<file path="config.mk">
export PLATFORM = sky130hd
export DESIGN_NAME = clkdiv_top
export DESIGN_NICKNAME = d
export VERILOG_FILES = /design/src/rtl/clkdiv_pkg.sv /design/src/rtl/clkdiv_shadow.sv /design/src/rtl/clkdiv_seq.sv /design/src/rtl/clkdiv_out.sv /design/src/rtl/clkdiv_top.sv
export SDC_FILE = /design/constraint.sdc
export NUM_CORES = 1
export LEC_CHECK = 0
export BUFFER_PORTS_ARGS = -buffer_cell sky130_fd_sc_hd__buf_2
export CORE_ASPECT_RATIO = 0.7
export CORE_UTILIZATION = 64
export CTS_CLUSTER_SIZE = 16
export DETAILED_ROUTE_END_ITERATION = 10
export PLACE_DENSITY = 0.85
export SETUP_SLACK_MARGIN = 0.5
export SYNTH_ARGS = -nofsm -noshare
export SYNTH_HDL_FRONTEND = slang
export SYNTH_HIERARCHICAL = 1
export SYNTH_SLANG_ARGS = --single-unit
</file>
<file path="constraint.sdc">
create_clock -name clk_i -period 3.4 [get_ports clk_i]
set_clock_uncertainty 0.1 [all_clocks]
set_input_delay 0.17 -clock clk_i [delete_from_list [all_inputs] [get_ports clk_i]]
set_output_delay 0.17 -clock clk_i [all_outputs]
set_load 0.005 [all_outputs]
</file>
<file path="src/rtl/clkdiv_pkg.sv">
package clkdiv_pkg;

   // Field layout of the 32-bit configuration word
   localparam int WORD_W  = 32;
   localparam int FLD_W   = 8;
   localparam int PHF_W   = 7;
   localparam int HI_LSB  = 0;
   localparam int BYP_POS = 8;
   localparam int PH_LSB  = 9;
   localparam int LO_LSB  = 23;
   localparam int ODD_POS = 31;
   localparam int GAP_LSB = PH_LSB + PHF_W;
   localparam int GAP_MSB = LO_LSB - 1;

   typedef enum logic [1:0] {
      ST_WAIT = 2'd0,
      ST_HIGH = 2'd1,
      ST_LOW  = 2'd2
   } dstate_e;

   typedef struct packed {
      logic             odd;
      logic             byp;
      logic [FLD_W-1:0] lo;
      logic [PHF_W-1:0] ph;
      logic [FLD_W-1:0] hi;
   } dcfg_t;

   function automatic dcfg_t unpack_cfg(input logic [WORD_W-1:0] w);
      dcfg_t c;
      c.hi  = w[HI_LSB +: FLD_W];
      c.lo  = w[LO_LSB +: FLD_W];
      c.ph  = w[PH_LSB +: PHF_W];
      c.byp = w[BYP_POS];
      c.odd = w[ODD_POS];
      return c;
   endfunction

   // A zero length is stretched to one cycle so the output never sticks
   function automatic logic [FLD_W-1:0] phase_len(input logic [FLD_W-1:0] n);
      return (n == '0) ? FLD_W'(1) : n;
   endfunction

endpackage

</file>
<file path="src/rtl/clkdiv_shadow.sv">
module clkdiv_shadow
   import clkdiv_pkg::*;
#(
   parameter int CNT_W  = 8,
   parameter int PH_W   = 7,
   parameter int DEF_HI = 1,
   parameter int DEF_LO = 1,
   parameter int DEF_PH = 0,
   parameter bit ODD_EN = 1'b1,
   parameter bit BYP_EN = 1'b1
) (
   input  logic              clk,
   input  logic              rst_n,
   input  logic              wr_en,
   input  logic [WORD_W-1:0] wr_word,
   input  logic              take,
   output dcfg_t             act_o,
   output dcfg_t             shd_o,
   output logic              pend_o
);

   localparam logic [FLD_W-1:0] CMASK = FLD_W'((1 << CNT_W) - 1);
   localparam logic [PHF_W-1:0] PMASK = PHF_W'((1 << PH_W) - 1);
   localparam dcfg_t RST_CFG = '{odd: 1'b0, byp: 1'b0,
                                 lo: FLD_W'(DEF_LO) & CMASK,
                                 ph: PHF_W'(DEF_PH) & PMASK,
                                 hi: FLD_W'(DEF_HI) & CMASK};

   dcfg_t raw;
   dcfg_t masked;
   logic  odd_sel;
   logic  byp_sel;
   logic  unused_gap;

   assign raw        = unpack_cfg(wr_word);
   assign unused_gap = ^wr_word[GAP_MSB:GAP_LSB];

   generate
      if (ODD_EN) begin : g_odd
         assign odd_sel = raw.odd;
      end else begin : g_no_odd
         logic unused_odd;
         assign unused_odd = raw.odd;
         assign odd_sel    = 1'b0;
      end
      if (BYP_EN) begin : g_byp
         assign byp_sel = raw.byp;
      end else begin : g_no_byp
         logic unused_byp;
         assign unused_byp = raw.byp;
         assign byp_sel    = 1'b0;
      end
   endgenerate

   always_comb begin
      masked.hi  = raw.hi & CMASK;
      masked.lo  = raw.lo & CMASK;
      masked.ph  = raw.ph & PMASK;
      masked.odd = odd_sel;
      masked.byp = byp_sel;
   end

   always_ff @(posedge clk or negedge rst_n) begin
      if (!rst_n) begin
         act_o  <= RST_CFG;
         shd_o  <= RST_CFG;
         pend_o <= 1'b0;
      end else begin
         if (wr_en) shd_o <= masked;
         if (take)  act_o <= shd_o;
         if (wr_en)     pend_o <= 1'b1;
         else if (take) pend_o <= 1'b0;
      end
   end

endmodule

</file>
<file path="src/rtl/clkdiv_seq.sv">
module clkdiv_seq
   import clkdiv_pkg::*;
#(
   parameter int CW     = 8,
   parameter int DEF_PH = 0
) (
   input  logic          clk,
   input  logic          rst_n,
   input  dcfg_t         act_i,
   input  dcfg_t         shd_i,
   input  logic          pend_i,
   output logic          take_o,
   output dstate_e       st_o,
   output logic [CW-1:0] cnt_o,
   output logic          hi_o
);

   dstate_e       st_n;
   logic [CW-1:0] cnt_n;
   logic          at_end;
   logic [FLD_W-1:0] nxt_hi;
   logic          unused_flds;

   assign unused_flds = ^{act_i.odd, act_i.byp, act_i.ph, shd_i.odd, shd_i.byp, shd_i.lo};

   assign at_end = (st_o == ST_LOW) && (cnt_o == '0);
   assign take_o = at_end && pend_i;
   assign nxt_hi = take_o ? shd_i.hi : act_i.hi;

   always_comb begin
      st_n  = st_o;
      cnt_n = cnt_o - CW'(1);
      unique case (st_o)
         ST_WAIT: begin
            if (cnt_o == '0) begin
               st_n  = ST_HIGH;
               cnt_n = CW'(phase_len(act_i.hi)) - CW'(1);
            end
         end
         ST_HIGH: begin
            if (cnt_o == '0) begin
               st_n  = ST_LOW;
               cnt_n = CW'(phase_len(act_i.lo)) - CW'(1);
            end
         end
         ST_LOW: begin
            if (cnt_o == '0) begin
               if (take_o && (shd_i.ph != '0)) begin
                  st_n  = ST_WAIT;
                  cnt_n = CW'(shd_i.ph) - CW'(1);
               end else begin
                  st_n  = ST_HIGH;
                  cnt_n = CW'(phase_len(nxt_hi)) - CW'(1);
               end
            end
         end
         default: begin
            st_n  = ST_WAIT;
            cnt_n = '0;
         end
      endcase
   end

   always_ff @(posedge clk or negedge rst_n) begin
      if (!rst_n) begin
         st_o  <= ST_WAIT;
         cnt_o <= CW'(DEF_PH);
         hi_o  <= 1'b0;
      end else begin
         st_o  <= st_n;
         cnt_o <= cnt_n;
         hi_o  <= (st_n == ST_HIGH);
      end
   end

endmodule

</file>
<file path="src/rtl/clkdiv_out.sv">
module clkdiv_out #(
   parameter bit ODD_EN = 1'b1,
   parameter bit BYP_EN = 1'b1
) (
   input  logic clk,
   input  logic rst_n,
   input  logic hi,
   input  logic odd,
   input  logic byp,
   output logic ext_o,
   output logic div_o
);

   logic base;

   generate
      if (ODD_EN) begin : g_ext
         // falling-edge copy keeps the output high for half an extra cycle
         always_ff @(negedge clk or negedge rst_n) begin
            if (!rst_n) ext_o <= 1'b0;
            else        ext_o <= hi & odd;
         end
      end else begin : g_no_ext
         logic unused_odd;
         assign unused_odd = odd;
         assign ext_o      = 1'b0;
      end
   endgenerate

   assign base = hi | ext_o;

   generate
      if (BYP_EN) begin : g_mux
         assign div_o = byp ? clk : base;
      end else begin : g_direct
         logic unused_byp;
         assign unused_byp = byp;
         assign div_o      = base;
      end
   endgenerate

endmodule

</file>
<file path="src/rtl/clkdiv_top.sv">
module clkdiv_top
   import clkdiv_pkg::*;
#(
   parameter int CNT_W  = 8,
   parameter int PH_W   = 7,
   parameter int DEF_HI = 1,
   parameter int DEF_LO = 1,
   parameter int DEF_PH = 0,
   parameter bit ODD_EN = 1'b1,
   parameter bit BYP_EN = 1'b1
) (
   input  logic              clk_i,
   input  logic              rst_ni,
   input  logic              cfg_we_i,
   input  logic [WORD_W-1:0] cfg_word_i,
   output logic              div_o
);

   localparam int CW = (CNT_W > PH_W) ? CNT_W : PH_W;

   generate
      if (CNT_W < 1 || CNT_W > FLD_W) begin : g_bad_cnt
         $error("clkdiv_top: CNT_W must lie in 1..%0d", FLD_W);
      end
      if (PH_W < 1 || PH_W > PHF_W) begin : g_bad_ph
         $error("clkdiv_top: PH_W must lie in 1..%0d", PHF_W);
      end
      if (DEF_HI < 0 || DEF_HI >= (1 << CNT_W) || DEF_LO < 0 || DEF_LO >= (1 << CNT_W)) begin : g_bad_def
         $error("clkdiv_top: reset counts do not fit CNT_W");
      end
      if (DEF_PH < 0 || DEF_PH >= (1 << PH_W)) begin : g_bad_defph
         $error("clkdiv_top: reset offset does not fit PH_W");
      end
   endgenerate

   dcfg_t         act_w;
   dcfg_t         shd_w;
   logic          pend_w;
   logic          take_w;
   dstate_e       st_w;
   logic [CW-1:0] cnt_w;
   logic          hi_w;
   logic          ext_w;

   clkdiv_shadow #(
      .CNT_W(CNT_W), .PH_W(PH_W), .DEF_HI(DEF_HI), .DEF_LO(DEF_LO),
      .DEF_PH(DEF_PH), .ODD_EN(ODD_EN), .BYP_EN(BYP_EN)
   ) u_shadow (
      .clk(clk_i), .rst_n(rst_ni), .wr_en(cfg_we_i), .wr_word(cfg_word_i),
      .take(take_w), .act_o(act_w), .shd_o(shd_w), .pend_o(pend_w)
   );

   clkdiv_seq #(
      .CW(CW), .DEF_PH(DEF_PH)
   ) u_seq (
      .clk(clk_i), .rst_n(rst_ni), .act_i(act_w), .shd_i(shd_w),
      .pend_i(pend_w), .take_o(take_w), .st_o(st_w), .cnt_o(cnt_w), .hi_o(hi_w)
   );

   clkdiv_out #(
      .ODD_EN(ODD_EN), .BYP_EN(BYP_EN)
   ) u_out (
      .clk(clk_i), .rst_n(rst_ni), .hi(hi_w), .odd(act_w.odd),
      .byp(act_w.byp), .ext_o(ext_w), .div_o(div_o)
   );

endmodule

</file>
# Word-level counts from Yosys, hierarchy flattened
# Cells that the tools add are included.
dict set report classes {
  addsub 5
  n_lt_le_gt_ge 0
  n_reduce_logical 10
  eq_ne 3
  div_mod_pow 0
  mux 17
  n_mul 0
  n_shift 0
  bitwise 2
}
# cell count
set ops {}
lappend ops {{two-way mux 8 bit} 8}
lappend ops {{logical NOT 8 bit} 4}
lappend ops {{subtractor 8 x 1 -> 8 bit, second input constant} 4}
lappend ops {{one-hot mux 8 bit (3 select lines)} 1}
lappend ops {{subtractor 7 x 1 -> 8 bit, second input constant} 1}
lappend ops {{nonzero test 7 bit} 1}
lappend ops {{two-way mux 2 bit} 3}
lappend ops {{one-hot mux 2 bit (3 select lines)} 1}
lappend ops {{== test 2 x 1 -> 1 bit, second input constant} 2}
lappend ops {{two-way mux 1 bit} 4}
lappend ops {{logical AND 1 bit} 3}
lappend ops {{== test 2 bit, second input constant} 1}
lappend ops {{logical NOT 2 bit} 1}
lappend ops {{nonzero test 2 bit} 1}
lappend ops {{bitwise AND 1 bit} 1}
lappend ops {{bitwise OR 1 bit} 1}
dict set report totals {
  ff_bits 56
  latch_bits 0
  output_inout_bits 1
  ramBits 0
  mem_bits_ro 0
  mem_count 0
  wordCells 51
}

# Logic depth before layout (Yosys ltp)
# Gate-level depths: netlist of run 1.
dict set report depth {
  word_depth 10
  depth_mapped 11
  ltp_nobuf 11
}

# Modules after synthesis
# The synthesis of run 1 kept the hierarchy.
# module instances seq_area_each_um2 area_each_um2 cells_per_inst
set by_module_without_submodules {}
lappend by_module_without_submodules {clkdiv_shadow 1 1281.2 2100.8 109}
lappend by_module_without_submodules {clkdiv_seq 1 275.3 1365.1 183}
lappend by_module_without_submodules {clkdiv_out 1 25.0 45.0 5}

==> results of run 1 <==
## per-stage QoR
| stage | setup WS [ns] | hold slack, ns | instances | cell area [sq um] | total power, uW |
|---|---|---|---|---|---|
| floorplan | 0.903 | -0.226 | 283 | 3230 | 1300 |
| global placement | 0.596 | 0.251 | 368 | 3340 | 1410 |
| detailed placement | 0.432 | 0.251 | 368 | 3340 | 1430 |
| CTS | 0.298 | 0.282 | 405 | 3760 | 2010 |
| global route | 0.249 | 0.308 | 405 | 3780 | 2140 |
| finish | 0.319 | 0.285 | 405 | 3780 | 2030 |
## final cells by class
class                   instances  area share, %
inverters                       7          0.761
clock buffers                   9           3.04
clock inverters                 3           1.22
flip-flops and latches         56           37.2
multi-input cells             206           44.7
well taps                      69           2.28
repair buffers                 55           10.9
## worst reg2reg max path, delay by kind of cell, from the launching register on
| kind | cells | cell delay, ns |
|---|---|---|
| fa+ha+maj | 1 | 0.31 |
| compound gates | 4 | 0.84 |
| flops | 1 | 0.46 |
| xor+xnor | 1 | 0.15 |
| simple gates | 2 | 0.85 |
## state kept, by name (all words and copies together), names as in the netlist
name and count:
u_seq/cnt_o 8, u_out/ext_o 1, u_seq/hi_o 1, u_shadow/pend_o 1, u_shadow/shd_o 25, u_shadow/act_o 18, u_seq/st_o 2
## timing repair
item,in CTS,in global routing
endpoints found under the setup margin,4,5
endpoints found under the hold margin,76,0
setup buffers,0,0
resized for setup,1,4
pin swaps,0,0
hold buffers,26,0
## power groups by stage
stage,combinational (uW),clock (uW),sequential [uW]
global route,570,604,969
CTS,496,572,938
detailed placement,467,12.8,951
global placement,449,12.8,943
floorplan,400,6.95,890
finish,522,561,949
## worst paths after layout
check,startpoint,end,depth (start not counted),slack (ns)
worst max-delay path,u_out/ext_o$_DFF_NN0_,div_o,3,0.32
worst min-delay path,cfg_we_i,u_shadow/pend_o$_DFFE_PN0P_,2,0.29
worst max register to register,u_shadow/shd_o[13]$_DFFE_PN0P_,u_seq/cnt_o[6]$_DFF_PN0_,8,0.59
worst min register to register,u_shadow/shd_o[17]$_DFFE_PN0P_,u_shadow/act_o[17]$_DFFE_PN0P_,1,0.42
max in group asynchronous,rst_ni,u_out/ext_o$_DFF_NN0_,2,1.48
min in group asynchronous,rst_ni,u_shadow/shd_o[2]$_DFFE_PN0P_,3,0.38
## routing by layer
metal  vias to the layer above  part of all wire, %  GRT usage (%)
met2                       126                   45           45.9
met4                         0                  1.6           10.2
met1                      1214                   45           45.5
met3                        17                  8.6           7.64
li1                       1148                    -              -
met5                         -                    0              0
==> flow_summary.ini, run 1 <==
[status]
status = finished clean

[timing]
rsz0062_at_grt = true
tightestPinTransition_ns = 0.762
hold_viol_final = 0
fin_setup_tns_ns = 0
setup_viol = 0
slew_headroom_pct = 49.2
slew_viol_final = 0

[route]
post-route-drc-count = 0
drtIter0Drc = 344
wire_per_inst_microns = 18.9
drtPass1Iterations = 5
routed-via-count = 2505
drt-total-wl_microns = 7650
via_per_inst = 6.19
ant_nets = 0

[floorplan]
die_x_microns = 87.0
dieArea_sq_mm = 0.00535
coreArea_sq_mm = 0.00481
die_y_microns = 61.5
rows = 21
start_util_pct = 67.3
ios = 36

[cts]
clk_latency_ns = 0.42
cts_tree = yes
path_clk_slew_ns = 0.11

[layout]
fin_util_pct = 78.7
drive_gt1_share_pct = 30.1
fillers = 290
n_antenna_cell = 0
nNetsFinal = 375
area_growth_pct = 16.9
seqCellArea_sq_mm = 0.00141
multi_input_area_sq_mm = 0.00169
final_common_cell = dfrtp_1
final_cell_mix = 51 x dfrtp_1, 32 x mux2_4, 28 x buf_2

[power_and_ir_drop]
p_comb_share_pct = 25.7
p_leak_uw = 0.00164
p_clk_share_pct = 27.6
cellPowerDensity_mw_per_mm2 = 537
vdd.ir_drop.worst_mv = 0.382
sequentialPowerShare_pct = 46.7
swShare_pct = 32.8
p_switching_uw = 668
internal_power_uw = 1360

[setup_path]
cp.required_ns = 3.13
worst_setup_path_end_kind = output port
critPathSlowestCell = dfrtn_1
crit_family = flip-flops
critical_path_buf_inv_count = 1
path_cells = nor2_1 > o21ai_1 > buf_2
cp-start-kind = flop
crit_fanout = 1
worstPathArrival_ns = 2.81
critical_path_class = flop to output port
max_stage_delay_ns = 0.41

[global_routing]
grt_pass1_wl_microns = 12000
grt_max_degree = 56
antenna_found_initial = 0
grt-ovfl-total = 0
first_global_vias = 2351
grt_usage_pct = 31.1

[synth]
mappedNetlistArea_sq_mm = 0.00323
syn_avg_cell_area_sq_um = 11.4
synth_cells = 283
syn_nets = 323
yosysWarnings = 6

[min_path]
hp-class = input pin to flop

[place]
dp_hpwl_microns = 4840
port_buffers = 28
gp_congestion = 0.888

[flow_run]
maxCapViolCount = 0
Note: power is estimated with default switching activity, not from simulation.
==> run 2: changes to the inputs <==
==> constraint.sdc (replaced) <==
create_clock -name clk_i -period 3.4 [get_ports clk_i]
set_clock_uncertainty 0.1 [all_clocks]
set_input_delay 0.68 -clock clk_i [delete_from_list [all_inputs] [get_ports clk_i]]
set_output_delay 0.68 -clock clk_i [all_outputs]
set_load 0.005 [all_outputs]
==> run 2 against run 1 <==
Compared with the run above:
- the flow now finishes with violations (negative setup slack)
- critical path depth did not move
- clock power barely moved
- cell area fell by 6.8%
- largest power group unchanged
==> flow_summary.ini, run 2 (synthesized netlist as in run 1, its figures left out) <==
[layout]
nNetsFinal = 350
area_growth_pct = 8.97
seqCellArea_sq_mm = 0.00141
fillers = 328
final_common_cell = dfrtp_1
top_regs = u_shadow/shd_o (25), u_shadow/act_o (18), u_seq/cnt_o (8)
multi_input_area_sq_mm = 0.00168
final_cell_mix = 51 x dfrtp_1, 32 x mux2_4, 28 x buf_2
drive_gt1_share_pct = 32.5
final_area_sq_mm = 0.00352
n_antenna_cell = 0
fin_util_pct = 73.3
largest-register = u_shadow/shd_o
largest_reg_flops = 25

[floorplan]
dieArea_sq_mm = 0.00535
die_y_microns = 61.5
rows = 21
ios = 36
coreArea_sq_mm = 0.00481
start_util_pct = 67.3
die_x_microns = 87.0

[setup_path]
cp-start-kind = flop
cp.required_ns = 2.62
regToRegStartpoint = u_seq/cnt_o[0]$_DFF_PN0_
crit_end = div_o
worstPathArrival_ns = 2.83
r2r-end = u_seq/cnt_o[6]$_DFF_PN0_
critical_path_class = flop to output port
reg2reg_slack_ns = 0.74
crit_start = u_out/ext_o$_DFF_NN0_
worst_setup_path_end_kind = output port
rr_worst_depth = 11
crit_fanout = 1

[global_routing]
grt_pass1_wl_microns = 10700
first_global_vias = 2158
grt_usage_pct = 27.5
antenna_found_initial = 0
grt-ovfl-total = 0
grt_max_degree = 56

[cts]
clk_latency_ns = 0.42
path_clk_slew_ns = 0.11
cts_tree = yes

[place]
gp_congestion = 0.902
dp_hpwl_microns = 4670
post_dp_cell_area_sq_mm = 0.00335
port_buffers = 28

[timing]
slew_headroom_pct = 49.3
rsz0062_at_grt = true
hold_viol_final = 0
slew_viol_final = 0
setup_viol = 2
setup_ws_ns = -0.214
fin_setup_tns_ns = -0.214
tightestPinTransition_ns = 0.761

[power_and_ir_drop]
p_comb_share_pct = 24.4
p_switching_uw = 644
totalPowerFinal_uw = 1990
p_clk_share_pct = 28.2
cellPowerDensity_mw_per_mm2 = 564
swShare_pct = 32.4
p_leak_uw = 0.00153
vdd.ir_drop.worst_mv = 0.366
sequentialPowerShare_pct = 47.4
internal_power_uw = 1350

[status]
violations = negative setup slack
status = finished with violations

[min_path]
hp-class = input pin to async pin

[flow_run]
maxCapViolCount = 0

[route]
wire_per_inst_microns = 17.7
drtIter0Drc = 277
drt-total-wl_microns = 6720
post-route-drc-count = 0
routed-via-count = 2372
via_per_inst = 6.24
drtPass1Iterations = 5
ant_nets = 0
-- run 2: changes by cell type in the layout (fill, tap and decap cells not counted) --
cell	delta
nor3_1	+1
dlygate4sd3_1	-26
nor3_2	-1
buf_4	+1
-- run 2: repair_timing --
action / in CTS / in global routing
setup endpoints to repair: 4 / 5
buffers inserted: 0 / 0
resized for setup: 1 / 3
hold endpoints to repair: 0 / 0
hold buffers: 0 / 0
-- run 2: final cells by class --
cell class	instances	area share, %
inverter	7	0.816
clock inverter	3	1.31
sequential	56	39.9
clock buffer	9	3.27
tap	69	2.45
timing repair buffer	30	4.47
multi-input combinational	206	47.8
-- run 2: worst min path at each step --
| stage | slack (ns) | from | endpoint | depth (start not counted) |
|---|---|---|---|---|
| floorplan | 0.28 | rst_ni | u_seq/cnt_o[0]$_DFF_PN0_ | 0 |
| global placement | 0.38 | u_shadow/act_o[24]$_DFFE_PN0P_ | u_shadow/act_o[24]$_DFFE_PN0P_ | 1 |
| detailed placement | 0.39 | u_shadow/act_o[24]$_DFFE_PN0P_ | u_shadow/act_o[24]$_DFFE_PN0P_ | 1 |
| CTS | 0.38 | rst_ni | u_seq/cnt_o[3]$_DFF_PN0_ | 2 |
| global route | 0.37 | cfg_word_i[13] | u_shadow/shd_o[12]$_DFFE_PN0P_ | 2 |
| finish | 0.36 | rst_ni | u_seq/cnt_o[3]$_DFF_PN0_ | 2 |
-- run 2: metrics by stage --
stage / worst slack (ns) / hold slack, ns / instances
after global routing: -0.276 / 0.369 / 380
after global placement: 0.312 / 0.384 / 369
after floorplan: 0.393 / 0.284 / 283
after detailed placement: 0.298 / 0.388 / 369
after CTS: -0.232 / 0.376 / 380
final: -0.214 / 0.363 / 380
-- run 2: power groups by stage --
stage / sequential, uW / combinational [uW] / clock, uW
2_1_floorplan: 890 / 400 / 6.95
3_3_place_gp: 942 / 452 / 12.8
3_5_place_dp: 949 / 464 / 12.8
4_1_cts: 937 / 471 / 567
5_1_grt: 964 / 541 / 601
6_report: 944 / 485 / 561
-- run 2: worst max-delay path: stages (launching register included) --
cell,delay [ns]
dfrtn_1,0.41
nor2_1,0.05
o21ai_1,0.11
buf_2,0.13
-- run 2: metal layers --
layer	global-route usage [%]	part of all wire, %	vias up	routed length [microns]
met2	39.5	43	104	2870
li1	-	-	1098	-
met3	7.91	7.4	12	499
met5	0	0	-	0
met4	10.7	1.1	0	75
met1	39.8	49	1158	3270
